===== src/rtl/tbp_pkg.sv =====
// Shared defaults for the tile background pipeline.
// Assumes a square tile whose side is a power of two and two bitplanes.
package tbp_pkg;
    localparam int unsigned TBP_COORD_W   = 8;   // screen coordinate width
    localparam int unsigned TBP_TILE_LG   = 3;   // log2 of the tile side
    localparam int unsigned TBP_CODE_W    = 8;   // tile code width
    localparam int unsigned TBP_ATTR_W    = 4;   // colour attribute bits used
    localparam int unsigned TBP_TRAM_BASE = 64;  // offset added to the tile index
    localparam int unsigned TBP_PLANES    = 2;   // bitplanes per pixel
endpackage


===== src/rtl/tbp_addr_gen.sv =====
// Tile address generator.
// Turns a screen coordinate into the tile RAM and colour PROM addresses and
// splits off the in-tile offsets. Purely combinational; assumes the stores
// register the address themselves. The X tile column is inverted and the
// base is added modulo the RAM size.
module tbp_addr_gen
    import tbp_pkg::*;
#(
    parameter int unsigned COORD_W   = TBP_COORD_W,
    parameter int unsigned TILE_LG   = TBP_TILE_LG,
    parameter int unsigned TRAM_BASE = TBP_TRAM_BASE,
    localparam int unsigned TILE_FLD = COORD_W - TILE_LG,
    localparam int unsigned TRAM_AW  = 2 * TILE_FLD,
    localparam int unsigned CPROM_AW = TRAM_AW - 2
) (
    input  logic [COORD_W-1:0]  x,
    input  logic [COORD_W-1:0]  y,
    output logic [TRAM_AW-1:0]  tram_addr,
    output logic [CPROM_AW-1:0] cprom_addr,
    output logic [TILE_LG-1:0]  col_inv,
    output logic [TILE_LG-1:0]  row
);
    localparam logic [TRAM_AW-1:0] BASE_V = TRAM_AW'(TRAM_BASE);

    logic [TRAM_AW-1:0] tile_idx;

    // Build the tile index with the X column mirrored, then add the base with wrap.
    always_comb begin
        tile_idx  = {y[COORD_W-1:TILE_LG], ~x[COORD_W-1:TILE_LG]};
        tram_addr = tile_idx + BASE_V;
    end

    // Colour address: drop the two lowest bits of the tile row field.
    always_comb begin
        cprom_addr = {tram_addr[TRAM_AW-1:TILE_FLD+2], tram_addr[TILE_FLD-1:0]};
    end

    // In-tile offsets: the mirrored column picks the ROM byte, the row picks the bit.
    always_comb begin
        col_inv = ~x[TILE_LG-1:0];
        row     = y[TILE_LG-1:0];
    end
endmodule


===== src/rtl/tbp_stage.sv =====
// One pipeline stage: a valid bit with synchronous active-low reset and a
// data word that loads every clock and is never reset (its value only
// matters while the valid bit is set).
module tbp_stage #(
    parameter int unsigned W = 8
) (
    input  logic         clk,
    input  logic         rst_n,
    input  logic         in_v,
    input  logic [W-1:0] in_d,
    output logic         out_v,
    output logic [W-1:0] out_d
);
    // Valid bit: cleared by reset, otherwise follows the upstream valid.
    always_ff @(posedge clk) begin
        if (!rst_n) out_v <= 1'b0;
        else        out_v <= in_v;
    end

    // Data word: follows the upstream data every clock.
    always_ff @(posedge clk) begin
        out_d <= in_d;
    end
endmodule


===== src/rtl/tbp_plane_pick.sv =====
// Bitplane bit selector.
// From each plane's byte picks the bit addressed by the pixel row.
// Assumes each plane byte holds one bit per row of the tile.
module tbp_plane_pick
    import tbp_pkg::*;
#(
    parameter int unsigned TILE_LG = TBP_TILE_LG,
    parameter int unsigned PLANES  = TBP_PLANES,
    localparam int unsigned PLANE_W = 1 << TILE_LG
) (
    input  logic [PLANES-1:0][PLANE_W-1:0] planes,
    input  logic [TILE_LG-1:0]             row,
    output logic [PLANES-1:0]              bits
);
    for (genvar p = 0; p < PLANES; p++) begin : g_plane
        // Row-indexed bit of plane p.
        assign bits[p] = planes[p][row];
    end
endmodule


===== src/rtl/tile_bg_pipe.sv =====
// Tile background pixel pipeline (top).
// Cycle 0: coordinates in, tile RAM and colour PROM addressed.
// Cycle 1: tile code back, tile ROMs addressed with {code, mirrored column}.
// Cycle 2: plane bytes back, row bit picked and joined with the attribute.
// Cycle 3: colour index out, forced to zero when not valid.
// Assumes every external store has exactly one clock of read latency.
module tile_bg_pipe
    import tbp_pkg::*;
#(
    parameter int unsigned COORD_W   = TBP_COORD_W,
    parameter int unsigned TILE_LG   = TBP_TILE_LG,
    parameter int unsigned CODE_W    = TBP_CODE_W,
    parameter int unsigned ATTR_W    = TBP_ATTR_W,
    parameter int unsigned TRAM_BASE = TBP_TRAM_BASE,
    localparam int unsigned TILE_FLD = COORD_W - TILE_LG,
    localparam int unsigned TRAM_AW  = 2 * TILE_FLD,
    localparam int unsigned CPROM_AW = TRAM_AW - 2,
    localparam int unsigned GFX_AW   = CODE_W + TILE_LG,
    localparam int unsigned PLANE_W  = 1 << TILE_LG,
    localparam int unsigned PLANES   = TBP_PLANES,
    localparam int unsigned COLOUR_W = ATTR_W + PLANES
) (
    input  logic                clk,
    input  logic                rst_n,
    input  logic                in_valid,
    input  logic [COORD_W-1:0]  pix_x,
    input  logic [COORD_W-1:0]  pix_y,
    output logic [TRAM_AW-1:0]  tram_addr,
    input  logic [CODE_W-1:0]   tram_data,
    output logic [CPROM_AW-1:0] cprom_addr,
    input  logic [ATTR_W-1:0]   cprom_data,
    output logic [GFX_AW-1:0]   gfx_addr,
    input  logic [PLANE_W-1:0]  gfx0_data,
    input  logic [PLANE_W-1:0]  gfx1_data,
    output logic                out_valid,
    output logic [COLOUR_W-1:0] out_colour
);
    logic [TILE_LG-1:0] s0_col, s0_row;
    logic               a_v;
    logic [TILE_LG-1:0] a_col, a_row;
    logic               b_v;
    logic [TILE_LG-1:0] b_row;
    logic [ATTR_W-1:0]  b_attr;
    logic [PLANES-1:0]  pix_bits;
    logic               c_v;
    logic [COLOUR_W-1:0] c_colour;
    logic [PLANES-1:0][PLANE_W-1:0] plane_bytes;

    tbp_addr_gen #(
        .COORD_W  (COORD_W),
        .TILE_LG  (TILE_LG),
        .TRAM_BASE(TRAM_BASE)
    ) u_addr (
        .x         (pix_x),
        .y         (pix_y),
        .tram_addr (tram_addr),
        .cprom_addr(cprom_addr),
        .col_inv   (s0_col),
        .row       (s0_row)
    );

    // Stage A: offsets wait for the tile code and attribute.
    tbp_stage #(.W(2 * TILE_LG)) u_stage_a (
        .clk  (clk),
        .rst_n(rst_n),
        .in_v (in_valid),
        .in_d ({s0_col, s0_row}),
        .out_v(a_v),
        .out_d({a_col, a_row})
    );

    // Tile ROM address from the fetched code and the mirrored column.
    always_comb begin
        gfx_addr = {tram_data, a_col};
    end

    // Stage B: attribute and row wait for the plane bytes.
    tbp_stage #(.W(ATTR_W + TILE_LG)) u_stage_b (
        .clk  (clk),
        .rst_n(rst_n),
        .in_v (a_v),
        .in_d ({cprom_data, a_row}),
        .out_v(b_v),
        .out_d({b_attr, b_row})
    );

    // Group the plane bytes with plane 0 at index 0.
    always_comb begin
        plane_bytes = {gfx1_data, gfx0_data};
    end

    tbp_plane_pick #(
        .TILE_LG(TILE_LG),
        .PLANES (PLANES)
    ) u_pick (
        .planes(plane_bytes),
        .row   (b_row),
        .bits  (pix_bits)
    );

    // Stage C: registered colour index.
    tbp_stage #(.W(COLOUR_W)) u_stage_c (
        .clk  (clk),
        .rst_n(rst_n),
        .in_v (b_v),
        .in_d ({b_attr, pix_bits}),
        .out_v(c_v),
        .out_d(c_colour)
    );

    // Output gate: a non-valid slot shows colour zero.
    always_comb begin
        out_valid  = c_v;
        out_colour = c_v ? c_colour : '0;
    end
endmodule


===== config.mk =====
export PLATFORM = sky130hd
export DESIGN_NAME = tile_bg_pipe
export DESIGN_NICKNAME = d
export VERILOG_FILES = /design/src/rtl/tbp_pkg.sv /design/src/rtl/tbp_addr_gen.sv /design/src/rtl/tbp_stage.sv /design/src/rtl/tbp_plane_pick.sv /design/src/rtl/tile_bg_pipe.sv
export SDC_FILE = /design/constraint.sdc
export NUM_CORES = 1
export LEC_CHECK = 0
export ABC_AREA = 1
export BUFFER_PORTS_ARGS = -buffer_cell sky130_fd_sc_hd__buf_4
export CAP_MARGIN = 40
export CORE_ASPECT_RATIO = 0.9
export CORE_MARGIN = 2
export CORE_UTILIZATION = 36
export DETAILED_ROUTE_END_ITERATION = 16
export PLACE_DENSITY = 0.77
export SYNTH_ARGS = -nofsm -noshare
export SYNTH_HDL_FRONTEND = slang
export SYNTH_SLANG_ARGS = --single-unit

===== constraint.sdc =====
create_clock -name clk -period 1.3 [get_ports clk]
set_clock_uncertainty 0.1 [all_clocks]
set_input_delay 0.26 -clock clk [delete_from_list [all_inputs] [get_ports clk]]
set_output_delay 0.26 -clock clk [all_outputs]
set_load 0.01 [all_outputs]

Word-level counts from Yosys, hierarchy flattened
Cells that the tools add are included.

operators by class
  $add $sub $neg = 1
  multipliers = 0
  divide/modulo/power cells = 0
  magnitude comparators = 1
  equality and inequality tests = 0
  shift operators = 0
  muxes and demuxes = 5
  bitwise logic cells = 2
  reductions and logical operators = 0

operators with widths
  cell                                                                           count
  10-bit by 7-bit adder with 10-bit output (second input constant)               1
  1-bit binary-select mux with 3-bit select                                      2
  6-bit 2-to-1 mux                                                               1
  5-bit inverter                                                                 1
  3-bit by 4-bit less-than comparator with 1-bit output (second input constant)  1
  3-bit inverter                                                                 1
  1-bit 2-to-1 mux                                                               2

word-level totals
  flip-flop bits (word level) = 22
  latch bits = 0
  bits in writable memories = 0
  ROM bits = 0
  logic and storage cells = 15
  memories kept = 0

Depth between registers and ports, before layout
Gate-level depths: netlist of the first run.

  word-level depth = 2
  gate-level depth with buffers = 7
  mapped depth without buffers = 6

Modules after synthesis
A second synthesis of the first run with hierarchy kept.

second synthesis, totals
  cells, all modules = 130
  area, all modules = 965.9 um^2

by module, submodules not included
  module                      instances  cells an instance  area an instance (um^2)  sequential area each (um^2)
  tbp_stage at u_stage_a ...  2          9                  147.6                    140.1
  tbp_plane_pick              1          54                 230.2                    0.0
  tbp_addr_gen                1          28                 167.7                    0.0
  tbp_stage at u_stage_b      1          10                 167.7                    160.2
  tile_bg_pipe                1          20                 105.1                    0.0

Worst setup path before layout of the first run
No wires, ideal clock.

  kind = input to output
  start = input port pix_y[4]
  end = output port tram_addr[8]
  data arrival time = 878 ps
  required time = 940 ps
  path slack = 62 ps
  stages = 3
  cell sequence = ha_1 -> xor2_1 -> buf_4

between the ends
  cells in the longest elaborated chain, start to end = 1

RTL lines
  element                                   RTL line            RTL
  start: declaration                        tile_bg_pipe.sv:27  input logic [COORD_W-1:0] pix_y,
  10-bit by 7-bit adder with 10-bit output  tbp_addr_gen.sv:30  tram_addr = tile_idx + BASE_V;
  end: declaration                          tile_bg_pipe.sv:28  output logic [TRAM_AW-1:0] tram_addr,

No other way between the ends.

Worst setup path after layout of the first run
  start = register u_stage_c.out_v
  end = output port out_colour[0]

between the ends
  cells in the longest elaborated chain, start to end = 1

RTL lines
  element                   RTL line             RTL
  start: declaration        tbp_stage.sv:11      output logic out_v,
  start signal: assignment  tbp_stage.sv:17      else out_v <= in_v;
  6-bit 2-to-1 mux          tile_bg_pipe.sv:114  out_colour = c_v ? c_colour : '0;
  end: declaration          tile_bg_pipe.sv:36   output logic [COLOUR_W-1:0] out_colour

No other way between the ends.

==> out/summary.txt, run 1 <==
Largest cells by area after synthesis -> dfxtp_1 47%, buf_4 14%, nand2_1 13%, inv_1 12%, nand3_1 4.8%
Sequential area share after synthesis -> 0.471
CP startpoint -> u_stage_c.out_v$_SDFF_PN0_
First-pass detailed-route iteration total -> 3
Root buffer cell -> clkbuf_4
DP Area -> 1310 um^2
Chip Height -> 52.3 um
Crit Path Class -> reg -> out
I/O pin cnt -> 83
Tcrit/Tclk final -> 0.967
Kind of end point of the critical path -> output port
Max_cap viols -> 0
Crit path time final -> 1.26 ns
H-tree levels -> 1
Gr ovfl total -> 0
Global-route wire length before repair -> 3040 um
Port bufs -> 64
CORE AREA -> 2470 um^2
R2r startpoint -> u_stage_b.out_d[0]$_DFF_P_
Netlist cell types -> 12
Worst R2R End -> u_stage_c.out_d[0]$_DFF_P_
Layout Cells excl Fill -> 212
Initial Util -> 0.379
RSZ-0062 raised after global routing -> yes
Final hold slack -> 0.0408 ns
Synth area leader -> dfxtp_1
Routed Antenna Nets -> 0
Vias per cell -> 3.98
Worst Setup EP -> out_colour[0]
Clock Tree Buf Depth -> 2
# DRC -> 0
Initial drt markers -> 6
Maximum number of pins on one net before global-route repair -> 14
Area of all placed cells without fillers -> 1480 um^2
Synthesis-to-layout area growth -> 58.2%
Vias in the first global route -> 782
Cells after Synth -> 124
Final setup fails -> 0
Layout cells sized above 1 -> 0.440
Area share of the largest cell type after synthesis -> 0.471
Most common cell after layout, fill and taps aside -> buf_4
Reg clk slew, reported paths -> 0.11 ns
Maximum clock frequency -> 795 MHz
Die width -> 57.7 um
Dpl hpwl -> 1690 um
N_diodes -> 0
CTS tree -> built
Slew HR -> 0.748
Max-slew violations -> 0
Leakage power -> 0.000904 uW
Status -> completed
Worst slack, placed -> 0.0245 ns
Routability Congestion -> 0.752
Yosys reg bits -> 22
Setup TNS -> 0 ns
Via count -> 844
Hold Crit Class -> in -> reg
Total wire length -> 2020 um
TritonCTS buffer count -> 3
Rows -> 17
Postcts setup bufs -> 0
Placed Cells -> 198
CP max FO -> 7
Synthesized area -> 935 um^2
Pwr Density -> 1020 nW/um^2
Syn Nets -> 172
Skew-Pair Late Insertion Delay -> 0.29 ns
Die area -> 3020 um^2
Flop2flop setup slack -> 0.18 ns
Worst Path Arrival -> 0.90 ns
Nets -> 233
Synthesized area per cell -> 7.54 um^2
Initial antenna violation count -> 0
PnR worst setup slack -> 0.0428 ns
Tightest Pin Transition -> 0.377 ns
R2R cell count -> 6
Most frequent cells in the layout -> 63 x buf_4, 33 x nand2_1, 28 x inv_1, 21 x dfxtp_1, 10 x dlygate4sd3_1
WL/cell -> 9.55 um
Req. time, crit path -> 0.94 ns
Worst VDD drop -> 0.00149 V
Fin. Hold Viols -> 0
Startpoint class of the critical path -> register
Ys Warns -> 0
GR Util All Layers -> 0.131
CTS Sinks -> 22
routing by layer:
layer,GRT usage,wire length [um]
met1,0.113,650
met2,0.280,1080
met3,0.0494,291
met4,0.0233,0
met5,0,0
power breakdown:
part	internal, uW	switching, uW
logic	175	110
clock network	311	180
registers	711	17.3
cell usage after synthesis:
cell type,n
nand2_1,33
inv_1,29
dfxtp_1,22
buf_4,17
nand3_1,9
inv_2,7
nand2_2,2
buf_6,1
ha_1,1
inv_6,1
xnor2_1,1
xor2_1,1
worst max-delay path: stages (launching register included):
cell and delay [ns]:
dfxtp_4 0.38, nand2_1 0.07, inv_1 0.04, buf_4 0.13
cell families after synthesis:
family / synth area share
simple gates: 0.194
xor+xnor: 0.0187
buf+inv: 0.303
fa+ha+maj: 0.0134
flops: 0.471
per-stage QoR:
step           total power (uW)  utilization
3_3_place_gp                998        0.531
3_5_place_dp               1010        0.531
4_1_cts                    1520        0.594
5_1_grt                    1590        0.599
6_report                   1500        0.599
2_1_floorplan               890            -
sequential cells by signal (all words and copies together), names as in the netlist:
register,flops
u_stage_a.out_d,6
u_stage_a.out_v,1
u_stage_b.out_d,7
u_stage_b.out_v,1
u_stage_c.out_d,6
u_stage_c.out_v,1
area by class of cell:
class / instances / area (um^2)
multi-input cells: 47 / 219
well taps: 28 / 35.0
clock inverters: 1 / 30.0
inverters: 37 / 144
repair buffers: 74 / 584
fillers: 212 / 988
clock buffers: 3 / 22.5
flip-flops and latches: 22 / 444
worst min-delay path by stage:
stage          cells after the start                  startpoint                          to  slack, ns
4_1_cts                            3                    in_valid  u_stage_a.out_v$_SDFF_PN0_       0.03
6_report                           3                    in_valid  u_stage_a.out_v$_SDFF_PN0_       0.04
2_1_floorplan                      0                    pix_y[0]  u_stage_a.out_d[0]$_DFF_P_       0.19
3_3_place_gp                       0  u_stage_a.out_d[0]$_DFF_P_  u_stage_b.out_d[0]$_DFF_P_       0.21
3_5_place_dp                       0  u_stage_a.out_d[2]$_DFF_P_  u_stage_b.out_d[2]$_DFF_P_       0.21
5_1_grt                            3                    in_valid  u_stage_a.out_v$_SDFF_PN0_       0.03
what timing repair did:
action | in CTS | in global routing
resized for setup | 1 | 4
hold buffers | 10 | 0
endpoints found under the hold margin | 10 | 0
setup endpoints to repair | 6 | 8
No activity file was read; power rests on OpenSTA's default activity.
==> inputs of run 2 (changes only) <==
CELL_PAD_IN_SITES_DETAIL_PLACEMENT = 0   (was default)
CELL_PAD_IN_SITES_GLOBAL_PLACEMENT = 1   (was default)
CORE_UTILIZATION = 23   (was 36)
PLACE_DENSITY = default   (was 0.77)
PLACE_DENSITY_LB_ADDON = 0.1   (was default)
==> run 2 against run 1 <==
  * Count of clock-buffer cells in the layout increased by 1
  * Sequential cell count unchanged
  * Maximum frequency increased by 0.86%
  * Sequential power about the same
  * Sequential share of layout area increased by 0.18 points
  * Cell count increased by 7.1%
  * Combinational power decreased by 4%
  * Worst setup slack improved by 0.011 ns
  * Utilization decreased by 21 points
  * Largest cell class unchanged
  * First-iteration DRC count increased by 120%
  * Die area increased by 52%
==> out/summary.txt, run 2 (synthesis gave the netlist of run 1 again) <==
Status -> completed
Root buffer cell -> clkbuf_8
Hold Crit Class -> in -> reg
Setup TNS -> 0 ns
Largest registers -> u_stage_b.out_d: 7 flops, u_stage_a.out_d: 6 flops, u_stage_c.out_d: 6 flops
Global-route wire length before repair -> 3080 um
CTS tree -> built
Fin. Hold Viols -> 0
Tcrit/Tclk final -> 0.959
Initial antenna violation count -> 0
Layout cells sized above 1 -> 0.442
I/O pin cnt -> 83
Initial Util -> 0.245
Port bufs -> 64
Dpl hpwl -> 1630 um
Most common cell after layout, fill and taps aside -> buf_4
First-pass detailed-route iteration total -> 4
Die width -> 71.2 um
Synthesis-to-layout area growth -> 57.3%
Vias per cell -> 3.82
Gr ovfl total -> 0
Die area -> 4590 um^2
CTS Sinks -> 22
Clock Tree Buf Depth -> 2
GR Util All Layers -> 0.0842
Largest register by flop count -> u_stage_b.out_d
WL/cell -> 8.29 um
# DRC -> 0
Vias in the first global route -> 776
DP Area -> 1330 um^2
Routability Congestion -> 0.669
Slew HR -> 0.746
N_diodes -> 0
Maximum number of pins on one net before global-route repair -> 13
Most frequent cells in the layout -> 64 x buf_4, 33 x nand2_1, 29 x inv_1, 21 x dfxtp_1, 9 x nand3_1
Kind of end point of the critical path -> output port
Req. time, crit path -> 0.94 ns
Rows -> 21
Final hold slack -> 0.0419 ns
Routed Antenna Nets -> 0
Fill count -> 399
Max_cap viols -> 0
Skew-Pair Late Insertion Delay -> 0.25 ns
Leakage power -> 0.000894 uW
Maximum clock frequency -> 802 MHz
Chip Height -> 64.5 um
CP max FO -> 3
H-tree levels -> 1
Tot Pwr -> 1460 uW
Max reg flops -> 7
Total wire length -> 1880 um
Crit Path Class -> in -> out
Pwr Density -> 996 nW/um^2
Nets -> 230
Via count -> 867
Worst VDD drop -> 0.000588 V
Crit path time final -> 1.25 ns
Worst Path Arrival -> 0.89 ns
Final setup fails -> 0
RSZ-0062 raised after global routing -> no
Startpoint class of the critical path -> primary input
Area of all placed cells without fillers -> 1470 um^2
TritonCTS buffer count -> 3
Max-slew violations -> 0
Reg clk slew, reported paths -> 0.07 ns
CORE AREA -> 3810 um^2
Initial drt markers -> 13
Tightest Pin Transition -> 0.381 ns
[run 2: cell types whose count changed in the layout (fill, tap and decap cells not counted), sizes merged]
cell	previous run	this run
clkbuf	3	4
dlygate4sd3	10	7
bufinv	1	0
[run 2: power by group]
part / total, uW / internal, uW / leakage [uW] / switching (uW)
clock network: 464 / 269 / 0.0000288 / 194
logic: 274 / 168 / 0.000679 / 105
registers: 728 / 711 / 0.000186 / 16.5
total: 1460 / 1150 / 0.000894 / 316
[run 2: what timing repair did]
action,4_1_cts,5_1_grt
resized for setup,1,2
endpoints found under the hold margin,7,0
endpoints found under the setup margin,6,3
buffers inserted,0,0
pin swaps,0,0
hold buffers,7,0
[run 2: through the flow]
| stage | instances | setup slack [ns] | util |
|---|---|---|---|
| CTS | 227 | 0.0276 | 0.383 |
| global placement | 216 | 0.0422 | 0.350 |
| global route | 227 | 0.0265 | 0.386 |
| detailed placement | 216 | 0.0235 | 0.350 |
| floorplan | 124 | 0.0623 | - |
| finish | 227 | 0.0535 | 0.386 |
[run 2: area by class of cell]
type | count | area, um^2 | share of cell area
clock buffers | 4 | 55.1 | 0.0374
inverters | 37 | 144 | 0.0979
multi-input cells | 47 | 219 | 0.149
flip-flops and latches | 22 | 444 | 0.302
well taps | 46 | 57.6 | 0.0391
repair buffers | 71 | 551 | 0.374
[run 2: worst paths after layout]
| path | startpoint | to | slack [ns] | depth (start not counted) |
|---|---|---|---|---|
| worst min register to register | u_stage_a.out_d[0]$_DFF_P_ | u_stage_b.out_d[0]$_DFF_P_ | 0.23 | 0 |
| worst max register to register | u_stage_b.out_d[0]$_DFF_P_ | u_stage_c.out_d[1]$_DFF_P_ | 0.19 | 5 |
| worst min-delay path | pix_x[1] | u_stage_a.out_d[4]$_DFF_P_ | 0.04 | 2 |
| worst max-delay path | pix_y[4] | cprom_addr[6] | 0.05 | 4 |
[run 2: routing by layer]
layer / routed length [um] / up-vias / global-route usage / part of all wire
li1: - / 441 / - / -
met4: 49 / 0 / 0.0519 / 0.026
met3: 302 / 8 / 0.0342 / 0.16
met5: 0 / - / 0 / 0
met2: 888 / 51 / 0.145 / 0.47
met1: 642 / 367 / 0.0845 / 0.34
[run 2: critical path: stages]
cell	delay (ns)
buf_4	0.12
ha_1	0.21
xor2_2	0.15
buf_4	0.14
